**src/rtl/trap_entry_pkg.sv**
```systemverilog
package trap_entry_pkg;

   typedef enum logic [1:0] {
      LVL_USER = 2'd0,
      LVL_SUPV = 2'd1,
      LVL_MACH = 2'd3
   } lvl_e;

   typedef enum logic [2:0] {
      CSEL_MVEC    = 3'd0,
      CSEL_SVEC    = 3'd1,
      CSEL_DLG_EXC = 3'd2,
      CSEL_DLG_IRQ = 3'd3,
      CSEL_ENABLES = 3'd4
   } cfg_sel_e;

   localparam int unsigned ENVCALL_FROM_U = 8;
   localparam int unsigned ENVCALL_FROM_S = 9;
   localparam int unsigned ENVCALL_FROM_M = 11;

   // synchronous causes that report an address in the trap-value register
   function automatic logic code_reports_addr(input int unsigned code);
      return (code <= 7) || (code == 12) || (code == 13) || (code == 15);
   endfunction

endpackage

```
**src/rtl/trap_route.sv**
```systemverilog
module trap_route
   import trap_entry_pkg::*;
#(
   parameter int unsigned XLEN    = 32,
   parameter int unsigned CAUSE_W = 5
) (
   input  logic               clk,
   input  logic               rst_n,
   input  logic               exc_we,
   input  logic               irq_we,
   input  logic [XLEN-1:0]    wdata,
   input  logic               async_i,
   input  logic [CAUSE_W-1:0] code_i,
   input  logic [1:0]         priv_i,
   input  logic [XLEN-1:0]    addr_i,
   output logic [CAUSE_W-1:0] code_o,
   output logic               to_supv_o,
   output logic [XLEN-1:0]    tval_o
);

   logic [XLEN-1:0] exc_mask_q;
   logic [XLEN-1:0] irq_mask_q;
   logic [XLEN-1:0] mask_sel;

   always_ff @(posedge clk or negedge rst_n) begin
      if (!rst_n) begin
         exc_mask_q <= '0;
         irq_mask_q <= '0;
      end else begin
         if (exc_we) exc_mask_q <= wdata;
         if (irq_we) irq_mask_q <= wdata;
      end
   end

   // environment-call code follows the level the call came from
   always_comb begin
      code_o = code_i;
      if (!async_i && (32'(code_i) == ENVCALL_FROM_U)) begin
         unique case (priv_i)
            LVL_SUPV: code_o = CAUSE_W'(ENVCALL_FROM_S);
            LVL_MACH: code_o = CAUSE_W'(ENVCALL_FROM_M);
            default:  code_o = CAUSE_W'(ENVCALL_FROM_U);
         endcase
      end
   end

   assign mask_sel  = async_i ? irq_mask_q : exc_mask_q;
   assign to_supv_o = (priv_i != LVL_MACH) && mask_sel[code_o];
   assign tval_o    = (!async_i && code_reports_addr(32'(code_o))) ? addr_i : '0;

endmodule

```
**src/rtl/trap_vec_calc.sv**
```systemverilog
module trap_vec_calc #(
   parameter int unsigned XLEN    = 32,
   parameter int unsigned CAUSE_W = 5,
   parameter bit          VEC_EN  = 1'b1
) (
   input  logic [XLEN-1:0]    tvec_i,
   input  logic               async_i,
   input  logic [CAUSE_W-1:0] code_i,
   output logic [XLEN-1:0]    pc_o
);

   localparam logic [1:0] MODE_VECTORED = 2'b01;

   logic [XLEN-1:0] base;
   logic [XLEN-1:0] offset;

   assign base = {tvec_i[XLEN-1:2], 2'b00};

   generate
      if (VEC_EN) begin : g_vectored
         assign offset = (async_i && (tvec_i[1:0] == MODE_VECTORED)) ?
                         XLEN'({code_i, 2'b00}) : '0;
      end else begin : g_direct
         assign offset = '0;
      end
   endgenerate

   assign pc_o = base + offset;

endmodule

```
**src/rtl/trap_level_bank.sv**
```systemverilog
module trap_level_bank #(
   parameter int unsigned XLEN    = 32,
   parameter int unsigned CAUSE_W = 5,
   parameter int unsigned PP_W    = 2
) (
   input  logic               clk,
   input  logic               rst_n,
   input  logic               tvec_we,
   input  logic               ie_we,
   input  logic               ie_wd,
   input  logic [XLEN-1:0]    wdata,
   input  logic               take_i,
   input  logic               async_i,
   input  logic [CAUSE_W-1:0] code_i,
   input  logic [XLEN-1:0]    pc_i,
   input  logic [XLEN-1:0]    tval_i,
   input  logic [1:0]         priv_i,
   output logic [XLEN-1:0]    tvec_o,
   output logic               ie_o,
   output logic               pie_o,
   output logic [1:0]         pp_o,
   output logic [XLEN-1:0]    cause_o,
   output logic [XLEN-1:0]    epc_o,
   output logic [XLEN-1:0]    tval_o
);

   logic [PP_W-1:0] pp_q;
   logic [XLEN-1:0] cause_d;

   always_comb begin
      cause_d              = '0;
      cause_d[CAUSE_W-1:0] = code_i;
      cause_d[XLEN-1]      = async_i;
   end

   always_ff @(posedge clk or negedge rst_n) begin
      if (!rst_n) begin
         tvec_o  <= '0;
         ie_o    <= 1'b0;
         pie_o   <= 1'b0;
         pp_q    <= '0;
         cause_o <= '0;
         epc_o   <= '0;
         tval_o  <= '0;
      end else if (take_i) begin
         pie_o   <= ie_o;
         ie_o    <= 1'b0;
         pp_q    <= priv_i[PP_W-1:0];
         cause_o <= cause_d;
         epc_o   <= pc_i;
         tval_o  <= tval_i;
      end else begin
         if (tvec_we) tvec_o <= wdata;
         if (ie_we)   ie_o   <= ie_wd;
      end
   end

   generate
      if (PP_W >= 2) begin : g_pp_full
         assign pp_o = pp_q[1:0];
      end else begin : g_pp_narrow
         assign pp_o = {1'b0, pp_q[0]};
      end
   endgenerate

endmodule

```
**src/rtl/trap_entry_ctrl.sv**
```systemverilog
module trap_entry_ctrl
   import trap_entry_pkg::*;
#(
   parameter int unsigned XLEN    = 32,
   parameter int unsigned CAUSE_W = 5,
   parameter bit          VEC_EN  = 1'b1
) (
   input  logic               clk,
   input  logic               rst_n,
   input  logic               cfg_we,
   input  logic [2:0]         cfg_sel,
   input  logic [XLEN-1:0]    cfg_data,
   input  logic               trap_valid,
   input  logic               trap_async,
   input  logic [CAUSE_W-1:0] trap_code,
   input  logic [XLEN-1:0]    trap_addr,
   input  logic [XLEN-1:0]    trap_pc,
   input  logic [1:0]         cur_priv,
   output logic [XLEN-1:0]    nxt_pc,
   output logic [1:0]         nxt_priv,
   output logic               resv_clr,
   output logic               m_ie,
   output logic               m_pie,
   output logic [1:0]         m_pp,
   output logic [XLEN-1:0]    m_cause,
   output logic [XLEN-1:0]    m_epc,
   output logic [XLEN-1:0]    m_tval,
   output logic               s_ie,
   output logic               s_pie,
   output logic               s_pp,
   output logic [XLEN-1:0]    s_cause,
   output logic [XLEN-1:0]    s_epc,
   output logic [XLEN-1:0]    s_tval
);

   localparam int unsigned N_LVL   = 2;   // index 0: supervisor, 1: machine
   localparam int unsigned N_CODES = 1 << CAUSE_W;

   initial begin
      assert (N_CODES <= XLEN) else $error("cause space exceeds delegation mask width");
      assert (XLEN >= 8)       else $error("XLEN too small");
   end

   logic                 wr_ok;
   logic [CAUSE_W-1:0]   eff_code;
   logic                 to_supv;
   logic [XLEN-1:0]      tval_val;
   logic [XLEN-1:0]      sel_tvec;
   logic [XLEN-1:0]      vec_pc;

   logic [XLEN-1:0] l_tvec  [N_LVL];
   logic            l_ie    [N_LVL];
   logic            l_pie   [N_LVL];
   logic [1:0]      l_pp    [N_LVL];
   logic [XLEN-1:0] l_cause [N_LVL];
   logic [XLEN-1:0] l_epc   [N_LVL];
   logic [XLEN-1:0] l_tval  [N_LVL];

   assign wr_ok = cfg_we && !trap_valid;

   trap_route #(.XLEN(XLEN), .CAUSE_W(CAUSE_W)) u_route (
      .clk       (clk),
      .rst_n     (rst_n),
      .exc_we    (wr_ok && (cfg_sel == CSEL_DLG_EXC)),
      .irq_we    (wr_ok && (cfg_sel == CSEL_DLG_IRQ)),
      .wdata     (cfg_data),
      .async_i   (trap_async),
      .code_i    (trap_code),
      .priv_i    (cur_priv),
      .addr_i    (trap_addr),
      .code_o    (eff_code),
      .to_supv_o (to_supv),
      .tval_o    (tval_val)
   );

   generate
      for (genvar lv = 0; lv < N_LVL; lv++) begin : g_lvl
         localparam bit IS_M = (lv == 1);
         localparam logic [2:0] VEC_SEL = IS_M ? 3'(CSEL_MVEC) : 3'(CSEL_SVEC);
         trap_level_bank #(
            .XLEN    (XLEN),
            .CAUSE_W (CAUSE_W),
            .PP_W    (IS_M ? 2 : 1)
         ) u_bank (
            .clk     (clk),
            .rst_n   (rst_n),
            .tvec_we (wr_ok && (cfg_sel == VEC_SEL)),
            .ie_we   (wr_ok && (cfg_sel == CSEL_ENABLES)),
            .ie_wd   (cfg_data[lv]),
            .wdata   (cfg_data),
            .take_i  (trap_valid && (IS_M ? !to_supv : to_supv)),
            .async_i (trap_async),
            .code_i  (eff_code),
            .pc_i    (trap_pc),
            .tval_i  (tval_val),
            .priv_i  (cur_priv),
            .tvec_o  (l_tvec[lv]),
            .ie_o    (l_ie[lv]),
            .pie_o   (l_pie[lv]),
            .pp_o    (l_pp[lv]),
            .cause_o (l_cause[lv]),
            .epc_o   (l_epc[lv]),
            .tval_o  (l_tval[lv])
         );
      end
   endgenerate

   assign sel_tvec = to_supv ? l_tvec[0] : l_tvec[1];

   trap_vec_calc #(.XLEN(XLEN), .CAUSE_W(CAUSE_W), .VEC_EN(VEC_EN)) u_vec (
      .tvec_i  (sel_tvec),
      .async_i (trap_async),
      .code_i  (eff_code),
      .pc_o    (vec_pc)
   );

   assign nxt_pc   = vec_pc;
   assign nxt_priv = !trap_valid ? cur_priv : (to_supv ? LVL_SUPV : LVL_MACH);
   assign resv_clr = trap_valid;

   assign m_ie    = l_ie[1];
   assign m_pie   = l_pie[1];
   assign m_pp    = l_pp[1];
   assign m_cause = l_cause[1];
   assign m_epc   = l_epc[1];
   assign m_tval  = l_tval[1];
   assign s_ie    = l_ie[0];
   assign s_pie   = l_pie[0];
   assign s_pp    = l_pp[0][0];
   assign s_cause = l_cause[0];
   assign s_epc   = l_epc[0];
   assign s_tval  = l_tval[0];

endmodule

```
**config.mk**
```make
export PLATFORM = sky130hd
export DESIGN_NAME = trap_entry_ctrl
export DESIGN_NICKNAME = d
export VERILOG_FILES = /design/src/rtl/trap_entry_pkg.sv /design/src/rtl/trap_route.sv /design/src/rtl/trap_vec_calc.sv /design/src/rtl/trap_level_bank.sv /design/src/rtl/trap_entry_ctrl.sv
export SDC_FILE = /design/constraint.sdc
export NUM_CORES = 1
export LEC_CHECK = 0
export ABC_AREA = 0
export CAP_MARGIN = 20
export CORE_UTILIZATION = 40
export CTS_CLUSTER_DIAMETER = 80
export DETAILED_ROUTE_END_ITERATION = 7
export PLACE_DENSITY = 0.65
export SETUP_SLACK_MARGIN = 0.3
export SYNTH_ARGS = -nofsm -noshare
export SYNTH_HDL_FRONTEND = slang
export SYNTH_SLANG_ARGS = --single-unit
```
**constraint.sdc**
```tcl
create_clock -name clk -period 12.8 [get_ports clk]
set_input_delay 1.28 -clock clk [delete_from_list [all_inputs] [get_ports clk]]
set_output_delay 1.28 -clock clk [all_outputs]
set_load 0.01 [all_outputs]
```
==> results.sh <==
export IMPL_ys_flop_type="dfrtp_1"
export IMPL_ff2ff_path_depth=8
export IMPL_grtUsageMet3_pct=5.28
export IMPL_fin_ws_ns=3.70
export IMPL_syn_to_final_growth_pct=30.2
export IMPL_period_minus_slack_ns=9.10
export IMPL_hp_class="reg2reg"
export IMPL_clock_path_buffers=3
export IMPL_gr_usage_all_layers_pct=20.0
export IMPL_synth_top_area_share_pct=51.5
export IMPL_ys_seq_area_share_pct=51.5
export IMPL_drt_iter0_drc=378
export IMPL_r2r_start="u_route.exc_mask_q[16]$_DFFE_PN0P_"
export IMPL_drive_above_1_share_pct=20.4
export IMPL_slew_limit_headroom_pct=28.7
export IMPL_wl_per_cell_um=19.5
export IMPL_rsz0062_at_grt="no"
export IMPL_overflow=0
export IMPL_power_density_nw_per_um2=160
export IMPL_drv_cap=0
export IMPL_cts_tree="yes"
export IMPL_status="finished, final reports clean"
export IMPL_yosys_area_top_type="dfrtp_1"
export IMPL_busiest_layer="met2"
export IMPL_wl_um=34400
export IMPL_synth_edf_count=0
export IMPL_synth_area_per_cell_um2=13.1
export IMPL_rr_endpoint="g_lvl[0].u_bank.epc_o[10]$_DFFE_PN0P_"
export IMPL_ys_ff_latch=275
export IMPL_worst_slew_pin_slew_ns=1.07
export IMPL_cp_start_kind="primary input"
export IMPL_grt_pass1_wl_um=52700
export IMPL_clk_latency_ns=0.56
export IMPL_nFillCells=2862
export IMPL_syn_inst=1022
export IMPL_vdd_drop_max_mv=0.112
export IMPL_synth_area_um2=13400
export IMPL_reg2reg_slack_ns=9.47
export IMPL_clockRootBuffer="clkbuf_16"
export IMPL_post_cts_buffers=0
export IMPL_gp_congestion=0.822
export IMPL_yosys_warnings=0
export IMPL_setup_viol=0
export IMPL_p_leak_nw=7.45
export IMPL_rows=66
export IMPL_setup_tns_ns=0
export IMPL_crit_fanout=30
export IMPL_startpoint="trap_code[3]"
export IMPL_h_tree_depth=1
export IMPL_synth_commonest_cells="dfrtp_1, mux2_2, mux2_1"
export IMPL_arrival_ns=7.82
export IMPL_finalHoldViolCount=0
export IMPL_ys_types=66
export IMPL_hold_buffers=0
export IMPL_grt_max_degree=170
export IMPL_report_final_slew_viol_count=0
export IMPL_required_ns=11.52
export IMPL_worstSetupPathType="in2out"
export IMPL_finalCritPeriodShare_pct=71.1
export IMPL_cts_sinks=275
export IMPL_antenna_found_initial=0
export IMPL_critical_path_endpoint="nxt_pc[20]"
export IMPL_die_x_um=185
export IMPL_routed_via_density=5.02
export IMPL_first_global_vias=9011
export IMPL_grt_use_met2_pct=35.0
export IMPL_cts_resized=0
export IMPL_die_y_um=185
export IMPL_die_area_um2=34100
export IMPL_clock_fmax_mhz=110
export IMPL_drt_first_pass_iters=4
export IMPL_fin_nets=1419
export IMPL_skew_ns=0.0124
export IMPL_async_flop_share_pct=100
export IMPL_core_um2=32700
export IMPL_ios=345
export IMPL_cts_made_buffers=30
export IMPL_synth_area_leaders="dfrtp_1, mux2_2, mux2_1"
export IMPL_route_vias_total=8864
export IMPL_endpoint_kind="primary output"
export IMPL_yosysMostFrequentCell="dfrtp_1"
export IMPL_route_detailed_drc=0
export IMPL_initial_core_util_pct=40.9
export IMPL_dpl_worst_slack_ns=3.76
export IMPL_met1_usage_pct=24.5
export IMPL_dp_hpwl_um=24900
export IMPL_ant_nets=0
export IMPL_diodes=0
export IMPL_clkTransAtPathRegs_ns=0.06
export IMPL_io_buffers=290
## how the worst min path moves through the flow
stage                                             endpoint                                   start  slack, ns  depth (start not counted)
floorplan            g_lvl[1].u_bank.tvec_o[1]$_DFFE_PN0P_   g_lvl[1].u_bank.tvec_o[1]$_DFFE_PN0P_       0.47                          1
global placement     g_lvl[0].u_bank.epc_o[27]$_DFFE_PN0P_   g_lvl[0].u_bank.epc_o[27]$_DFFE_PN0P_       0.47                          1
detailed placement    g_lvl[0].u_bank.epc_o[3]$_DFFE_PN0P_    g_lvl[0].u_bank.epc_o[3]$_DFFE_PN0P_       0.47                          1
CTS                   g_lvl[0].u_bank.epc_o[3]$_DFFE_PN0P_    g_lvl[0].u_bank.epc_o[3]$_DFFE_PN0P_       0.49                          1
global route          g_lvl[0].u_bank.epc_o[7]$_DFFE_PN0P_    g_lvl[0].u_bank.epc_o[7]$_DFFE_PN0P_       0.50                          1
finish              g_lvl[0].u_bank.tval_o[20]$_DFFE_PN0P_  g_lvl[0].u_bank.tval_o[20]$_DFFE_PN0P_       0.48                          1
## power breakdown
part	internal, mW	leakage (nW)	total (mW)	switching, mW
Sequential	1.05	3.42	1.17	0.119
Clock	0.523	0.499	0.870	0.347
Combinational	0.434	3.53	0.747	0.313
Total	2.01	7.45	2.79	0.780
## cells in the final DEF, fill, tap and decap left out, types with 3 or more instances in the layout
cell type	synthesis	final
mux2_2	200	200
nand2_1	38	37
o21ai_0	5	5
nand2b_1	4	4
dfrtp_1	275	275
a21oi_1	10	9
nand4_1	13	13
and4_1	3	3
clkinv_2	0	4
a21o_1	3	3
xor2_1	19	19
nand3_1	14	13
conb_1	1	54
clkbuf_8	0	9
nor3_1	11	11
o211ai_1	3	3
ha_1	5	5
a211oi_1	9	9
xnor2_1	32	32
clkdlybuf4s50_1	0	288
nor4_1	7	7
buf_4	57	8
nor2_1	16	15
and3_1	7	7
a32oi_1	3	3
and2_1	36	36
nor4b_1	5	5
mux2i_1	40	40
mux2_1	86	86
a31oi_1	5	5
inv_1	12	12
nor2b_1	11	11
clkbuf_16	0	30
clkbuf_1	19	8
## registers in the layout, summed over array words and instances, names as in the netlist
| signal | flops |
|---|---|
| u_route.exc_mask_q | 32 |
| g_lvl.u_bank.pie_o | 2 |
| g_lvl.u_bank.pp_q | 1 |
| g_lvl.u_bank.epc_o | 64 |
| g_lvl.u_bank.tval_o | 64 |
| g_lvl.u_bank.tvec_o | 64 |
| g_lvl.u_bank.pp_o | 2 |
| u_route.irq_mask_q | 32 |
| g_lvl.u_bank.ie_o | 2 |
| g_lvl.u_bank.cause_o | 12 |
## logic make-up (layout without fill, tap and decap cells)
| family | count (synthesis) | count (layout) | share of synthesized area (%) |
|---|---|---|---|
| AO/OA/AOI/OAI | 68 | 68 | 3.78 |
| XOR/XNOR | 51 | 51 | 3.34 |
| adder cells (fa/ha/maj) | 6 | 6 | 0.618 |
| buffers and inverters | 116 | 366 | 5.98 |
| flip-flops | 275 | 275 | 51.5 |
| multiplexers | 326 | 326 | 27.1 |
| other | 1 | 54 | 0.0281 |
| AND/OR/NAND/NOR | 179 | 179 | 7.62 |
## layer usage
metal / wire [µm] / part of all wire [%] / up-vias
li1: - / - / 4119
met1: 14100 / 41 / 4441
met2: 17000 / 50 / 257
met3: 2520 / 7.3 / 47
met4: 751 / 2.2 / 0
met5: 0 / 0 / -
## metrics by stage
| stage | total power [mW] | hold slack, ns | cells | utilization, % | cell area, µm² |
|---|---|---|---|---|---|
| 3_5_place_dp | 1.94 | 0.474 | 1712 | 50.1 | 16400 |
| 3_3_place_gp | 1.93 | 0.467 | 1712 | 50.1 | 16400 |
| 2_1_floorplan | 1.55 | 0.470 | 1075 | - | 13600 |
| 6_report | 2.79 | 0.480 | 1767 | 53.2 | 17400 |
| 4_1_cts | 2.82 | 0.487 | 1767 | 53.2 | 17400 |
| 5_1_grt | 2.93 | 0.499 | 1767 | 53.2 | 17400 |
## critical path, cell delays in order
cell and delay, ns:
clkdlybuf4s50_1 0.74, nor2b_1 0.30, a32oi_1 0.69, a211oi_1 0.14, o32ai_2 0.35, nand4b_2 0.33, nand2_1 0.14, buf_4 0.44
mux2_2 0.26, ha_1 0.17, inv_1 0.05, fa_1 0.40, nor2b_1 0.13, o21a_1 0.13, o21ai_1 0.20, a211oi_1 0.92
nand4_1 0.21, xor2_1 0.19, mux2i_1 0.15, clkdlybuf4s50_1 0.57
## final cells by class
class	count	area [µm²]	area share, %
multi-input cells	684	5920	34.0
clock inverters	8	105	0.604
inverters	12	45.0	0.259
clock buffers	47	905	5.20
repair buffers	299	2980	17.2
well taps	442	553	3.18
flip-flops and latches	275	6880	39.6
Power figures use the tool's default switching activity.
